[config.mk]
export PLATFORM = sky130hd
export DESIGN_NAME = uart_frac_baud
export DESIGN_NICKNAME = d
export VERILOG_FILES = /design/src/rtl/fbg_pkg.sv /design/src/rtl/fbg_cfg_reg.sv /design/src/rtl/fbg_period_cnt.sv /design/src/rtl/fbg_frac_acc.sv /design/src/rtl/uart_frac_baud.sv
export SDC_FILE = /design/constraint.sdc
export NUM_CORES = 1
export LEC_CHECK = 0
export BUFFER_PORTS_ARGS = -buffer_cell sky130_fd_sc_hd__buf_2
export CAP_MARGIN = 0
export CORE_ASPECT_RATIO = 0.5
export CORE_MARGIN = 5
export CORE_UTILIZATION = 40
export DETAILED_ROUTE_END_ITERATION = 7
export GPL_TIMING_DRIVEN = 0
export HOLD_SLACK_MARGIN = 0.02
export SYNTH_ARGS = -nofsm -noshare
export SYNTH_HDL_FRONTEND = slang
export SYNTH_SLANG_ARGS = --single-unit
[constraint.sdc]
create_clock -name clk_i -period 3.3 [get_ports clk_i]
set_input_delay 0.99 -clock clk_i [delete_from_list [all_inputs] [get_ports clk_i]]
set_output_delay 0.99 -clock clk_i [all_outputs]
set_load 0.02 [all_outputs]
[src/rtl/fbg_pkg.sv]
package fbg_pkg;
  localparam int unsigned CFG_W  = 32;
  localparam int unsigned BYTE_W = 8;
  localparam int unsigned FRAC_W = 4;
  localparam int unsigned DIV_W  = 2 * BYTE_W;

  typedef struct packed {
    logic [BYTE_W-1:0] spare;
    logic [BYTE_W-1:0] div_hi;
    logic [BYTE_W-1:0] div_lo;
    logic [BYTE_W-1:0] frac;
  } fbg_cfg_t;
endpackage

[src/rtl/fbg_cfg_reg.sv]
module fbg_cfg_reg
  import fbg_pkg::*;
#(
  parameter int unsigned DW = DIV_W,
  parameter int unsigned FW = FRAC_W
) (
  input  logic          clk_i,
  input  logic          rst_ni,
  input  logic          load_i,
  input  fbg_cfg_t      word_i,
  output logic [DW-1:0] div_o,
  output logic [FW-1:0] frac_o
);
  always_ff @(posedge clk_i or negedge rst_ni) begin
    if (!rst_ni) begin
      div_o  <= '0;
      frac_o <= '0;
    end else if (load_i) begin
      div_o  <= DW'({word_i.div_hi, word_i.div_lo});
      frac_o <= word_i.frac[FW-1:0];
    end
  end
endmodule

[src/rtl/fbg_period_cnt.sv]
module fbg_period_cnt #(
  parameter int unsigned DW = 16
) (
  input  logic          clk_i,
  input  logic          rst_ni,
  input  logic          restart_i,
  input  logic [DW-1:0] div_i,
  input  logic          stretch_i,
  output logic          wrap_o,
  output logic          tick_o
);
  localparam int unsigned LW = DW + 1;

  logic [DW-1:0] cnt_q;
  logic [LW-1:0] limit;
  logic          run;
  logic          match;

  assign run    = (div_i != '0);
  // last count of the period: D-1, or D when the accumulator carried
  assign limit  = ({1'b0, div_i} - LW'(1)) + LW'(stretch_i);
  assign match  = ({1'b0, cnt_q} == limit);
  assign wrap_o = run && !restart_i && match;

  always_ff @(posedge clk_i or negedge rst_ni) begin
    if (!rst_ni) begin
      cnt_q  <= '0;
      tick_o <= 1'b0;
    end else if (restart_i || !run) begin
      cnt_q  <= '0;
      tick_o <= 1'b0;
    end else if (match) begin
      cnt_q  <= '0;
      tick_o <= 1'b1;
    end else begin
      cnt_q  <= cnt_q + DW'(1);
      tick_o <= 1'b0;
    end
  end
endmodule

[src/rtl/fbg_frac_acc.sv]
module fbg_frac_acc #(
  parameter int unsigned FW = 4
) (
  input  logic          clk_i,
  input  logic          rst_ni,
  input  logic          restart_i,
  input  logic          wrap_i,
  input  logic [FW-1:0] frac_i,
  output logic          stretch_o
);
  logic [FW-1:0] acc_q;
  logic [FW:0]   sum;

  assign sum = {1'b0, acc_q} + {1'b0, frac_i};

  always_ff @(posedge clk_i or negedge rst_ni) begin
    if (!rst_ni) begin
      acc_q     <= '0;
      stretch_o <= 1'b0;
    end else if (restart_i) begin
      acc_q     <= '0;
      stretch_o <= 1'b0;
    end else if (wrap_i) begin
      acc_q     <= sum[FW-1:0];
      stretch_o <= sum[FW];
    end
  end
endmodule

[src/rtl/uart_frac_baud.sv]
module uart_frac_baud
  import fbg_pkg::*;
#(
  parameter int unsigned DIV_WIDTH  = DIV_W,
  parameter int unsigned FRAC_WIDTH = FRAC_W
) (
  input  logic             clk_i,
  input  logic             rst_ni,
  input  logic             cfg_load_i,
  input  logic [CFG_W-1:0] cfg_word_i,
  output logic             tick_o
);
  logic [DIV_WIDTH-1:0]  div_q;
  logic [FRAC_WIDTH-1:0] frac_q;
  logic                  wrap;
  logic                  stretch;

  fbg_cfg_reg #(.DW(DIV_WIDTH), .FW(FRAC_WIDTH)) i_cfg (
    .clk_i  (clk_i),
    .rst_ni (rst_ni),
    .load_i (cfg_load_i),
    .word_i (fbg_cfg_t'(cfg_word_i)),
    .div_o  (div_q),
    .frac_o (frac_q)
  );

  fbg_period_cnt #(.DW(DIV_WIDTH)) i_cnt (
    .clk_i     (clk_i),
    .rst_ni    (rst_ni),
    .restart_i (cfg_load_i),
    .div_i     (div_q),
    .stretch_i (stretch),
    .wrap_o    (wrap),
    .tick_o    (tick_o)
  );

  fbg_frac_acc #(.FW(FRAC_WIDTH)) i_acc (
    .clk_i     (clk_i),
    .rst_ni    (rst_ni),
    .restart_i (cfg_load_i),
    .wrap_i    (wrap),
    .frac_i    (frac_q),
    .stretch_o (stretch)
  );
endmodule

# After elaboration in Yosys (flattened, before gate mapping)
# Cells that the tools add are included.
# W data, S select, Z words.
[totals]
regBits = 42
[op_classes]
n_addsub = 4
n_mux = 8
eq_ne = 1
n_reduce_logical = 7
[ops]
columns = ["cell", "count"]
rows = [
  ["$mux W16", 2],
  ["$add A17 B1 Y17", 1],
  ["$eq A16 B17 Y1", 1],
  ["$sub A16 B1 Y17 const B", 1],
  ["$add A16 B1 Y16 const B", 1],
  ["$reduce_bool A16 Y1", 1],
  ["$mux W4", 2],
  ["$add A4 B4 Y5", 1],
  ["$mux W1", 4],
  ["$logic_and A1 B1 Y1", 2],
  ["$logic_not A1 Y1", 2],
  ["$reduce_bool A2 Y1", 1],
  ["$logic_or A1 B1 Y1", 1],
]

# Longest topological paths before layout
[depth]
word_depth = 6
depth_mapped = 10

# Hierarchy
# A second synthesis with hierarchy kept.
[hier_totals]
hier_cells = 252
area_unflattened_um2 = 2665.1
[by_module_without_submodules]
columns = ["mod", "seq_area_each_um2", "cells_per_inst", "n_inst", "area_each_um2"]
rows = [
  ["fbg_period_cnt", 425.4, 177, 1, 1495.2],
  ["fbg_cfg_reg", 500.5, 42, 1, 823.3],
  ["fbg_frac_acc", 125.1, 33, 1, 346.6],
]

# Least setup slack after synthesis
# OpenSTA, ideal clock, no wires.
[synth_timing]
kind = "reg-to-reg"
startpoint = "register i_cfg.div_o[0]"
endpoint = "register i_acc.acc_q[0]"
arrival_ps = 2267
required_time_ps = 3175
stages_incl_launch_ff = 9
n_path_buf = 0
setup_slack_ps = 908
path_cell_list = "dfrtp_1 > inv_1 > ha_1 > nor4b_1 > nand3b_1 > mux2_2 > o22ai_2 > nor4_4 > mux2_4"
[synth_between]
elab_chain_cells = 5
[synth_lines]
columns = ["element", "line", "text"]
rows = [
  ["start: declaration", "fbg_cfg_reg.sv:11", "output logic [DW-1:0] div_o,"],
  ["start signal: assignment", "fbg_cfg_reg.sv:19", "div_o <= DW'({word_i.div_hi, word_i.div_lo});"],
  ["$sub A16 B1 Y17", "fbg_period_cnt.sv:21", "assign limit = ({1'b0, div_i} - LW'(1)) + LW'(stretch_i);"],
  ["$add A17 B1 Y17", "fbg_period_cnt.sv:21", ""],
  ["$eq A16 B17 Y1", "fbg_period_cnt.sv:22", "assign match = ({1'b0, cnt_q} == limit);"],
  ["$logic_and A1 B1 Y1 (*)", "fbg_period_cnt.sv:23", "assign wrap_o = run && !restart_i && match;"],
  ["$reduce_bool A2 Y1 (no source line) (*)", "-", ""],
  ["end signal: assignment", "fbg_frac_acc.sv:24", "acc_q <= sum[FW-1:0];"],
  ["end: declaration", "fbg_frac_acc.sv:11", "logic [FW-1:0] acc_q;"],
]
# Mark *: on every way between the ends. The rest lies on a longest branch, timed or not.
# A chain may end at the register's enable or synchronous reset.

# Worst setup path after layout
[layout_timing]
startpoint = "register i_cfg.div_o[0]"
endpoint = "register i_acc.acc_q[1]"
# The elaborated chain is that of the path after synthesis.

==> results.toml <==
[placed_design]
dp.cells = 358
dp_slack_ns = 0.359
hpwl_um = 3990
gp_congestion = 0.824
numPortBuffers = 23
place_area_sq_mm = 0.00276

[synthesis]
postSynthAreaPerCell_sq_um = 10.3
yosys.area.top_type = "dfrtp_1"
ys_ff_latch = 42
async_flop_share = 1.00
synth_cell_types = 48
yosysWarningCount = 0
synth_top_family_by_area = "simple AND/OR/NAND/NOR gates"
synth_top_area_frac = 0.414
synth_xor_area_frac = 0.107
netlist_area_sq_mm = 0.00254
yosys.area_share.adder = 0.0424
muxShareOfSynthArea = 0.108
synth_compound_area_frac = 0.0853
synth_enable_flop_cells = 0
synth-simple-area-share = 0.219
ys_seq_area_frac = 0.414
synthCells = 247
synthesis.nets = 290
ys_top_cells_by_area = "dfrtp_1 41%, mux2_2 8.4%, xor2_1 6.6%"
yosys_most_used_dff = "dfrtp_1"

[final_layout]
area_delta_synth_final_pct = 15.4
fillers = 592
finalNonFillerCells = 366
num_antenna_cells = 0
final_nets = 320
final_common_cell = "dfrtp_1"
fin_area_sq_mm = 0.00293
layout_common_cells = "42 x dfrtp_1, 26 x nor2_1, 24 x nand2_1, 24 x buf_2"
utilization = 0.480
drive_gt1_frac = 0.219

[die]
dieArea_sq_mm = 0.00814
die_h_um = 66.3
placeableCoreArea_sq_mm = 0.00611
placementRows = 20
die_w_um = 123
start_util = 0.416
ios = 36

[setup_path]
rr_startpoint = "i_cfg.div_o[0]"
cp-startpoint = "i_cfg.div_o[0]"
r2r_setup_slack_ns = 0.50
rr_worst_depth = 8
cp_max_fo = 5
r2r-end = "i_acc.acc_q[1]"
crit_path_cell_trace = "inv_1, ha_1, nor4b_1, nand3b_1, mux2_2, o22ai_2, nor4_4, mux2_4"
setup.worst_path.end = "i_acc.acc_q[1]"
cp_data_arrival_time_ns = 2.96
end_kind = "flip-flop"
cp_top_family = "simple AND/OR/NAND/NOR gates"
critical_path_required_ns = 3.47
slowest_delay_ns = 0.55
startpoint_type = "flip-flop"
crit_cells = 8
critical_path_buf_inv_count = 1
critPathKind = "reg2reg"
crit_path_top_delay_cell = "nor4_4"

[grt]
antenna_found_initial = 0
grt_pass1_vias = 1925
grt_max_degree = 43
grt_pass1_wl_um = 9080
grt.total_usage = 0.143
gr-total-overflow = 0

[status]
status = "finished, final reports clean"

[detailed_routing]
drt_first_pass_iters = 4
wl_per_cell_um = 14.2
drt_iter0_drc = 67
vias_per_cell = 5.15
met1_length_um = 2670
drc = 0
vias = 1886
wirelength_um = 5180
met2WireLength_um = 2360
drtAntennaViolNets = 0
top_layer_used = "met4"
dr_wl_met3_um = 118

[timing]
clock_skew_ns = 0.00372
setup_ws_ns = 0.502
slew_violations = 0
finalCritPeriodShare = 0.848
tightest_slew_ns = 0.933
maxSlewHeadroom = 0.378
rsz0062_at_grt = "no"
setup_violations = 0
whs_ns = 0.513
max_freq_ghz = 0.357
final-hold-violation-count = 0
fin_crit_ns = 2.80
tns_ns = 0

[clock_network]
cts_made_buffers = 5
clock-sinks = 42
clk_pin_slew_ns = 0.06
hold_buffers = 0
cts_buffer_depth = 2
postCtsSetupBuffers = 0
h-tree-depth = 2
cts_tree = "built"
cts_root_buf = "clkbuf_16"
cts_resized = 0
clock_latency_ns = 0.28

[run]
maxCapViolCount = 0

[power_and_ir_drop]
power_mw = 1.29
max-vdd-ir-drop_uv = 241
power.density_mw_per_mm2 = 441
power_leakage_nw = 1.41

[min_path]
worstHoldPathCells = 1
hp-class = "reg2reg"
## power by group
part | switching [mW] | total, mW | leakage [nW] | internal (mW)
clock network | 0.199 | 0.553 | 0.0836 | 0.354
logic | 0.0851 | 0.162 | 0.781 | 0.0765
registers | 0.0352 | 0.577 | 0.540 | 0.542
## Yosys cell counts (3+ instances only)
master    count
dfrtp_1      42
nor2_1       26
nand2_1      24
mux2_2       19
xor2_1       19
xnor2_1      12
and3_1        8
nand3_1       8
ha_1          7
a21oi_1       6
inv_1         6
nand2b_1      6
nor2b_1       5
nor3_1        5
clkbuf_1      4
a21o_1        3
and2_1        3
mux2i_1       3
nor4_4        3
o21ai_0       3
## sequential cells by signal (all words and copies together) (netlist names)
| signal | flops |
|---|---|
| i_cnt.tick_o | 1 |
| i_cfg.frac_o | 4 |
| i_cfg.div_o | 16 |
| i_acc.stretch_o | 1 |
| i_cnt.cnt_q | 16 |
| i_acc.acc_q | 4 |
## layer usage
layer | vias to the layer above | GRT usage
met5 | - | 0
met2 | 20 | 0.224
met4 | 0 | 0.0293
li1 | 929 | -
met3 | 2 | 0.0308
met1 | 935 | 0.203
## cell type report
cell class	instances	area [sq um]	share of cell area
multi-input cells	191	1430	0.487
flip-flops and latches	42	1050	0.359
clock buffers	5	125	0.0427
repair buffers	23	115	0.0393
well taps	88	110	0.0376
clock inverters	3	40.0	0.0137
plain buffers	8	38.8	0.0132
inverters	6	22.5	0.00769
## worst min path at each step
stage | startpoint | to
after floorplan | i_cnt.cnt_q[0] | i_cnt.cnt_q[0]
after detailed placement | i_cfg.frac_o[2] | i_cfg.frac_o[2]
after global placement | i_cnt.cnt_q[0] | i_cnt.cnt_q[0]
after global routing | i_cnt.cnt_q[0] | i_cnt.cnt_q[0]
after CTS | i_cnt.cnt_q[0] | i_cnt.cnt_q[0]
final | i_cfg.frac_o[2] | i_cfg.frac_o[2]
## cells by family after synthesis
family,Yosys count
adder cells (fa/ha/maj),8
XOR/XNOR,31
multiplexers,24
buffers and inverters,14
AO/OA/AOI/OAI,27
flip-flops,42
AND/OR/NAND/NOR,101
(Power assumes the default switching activity.)
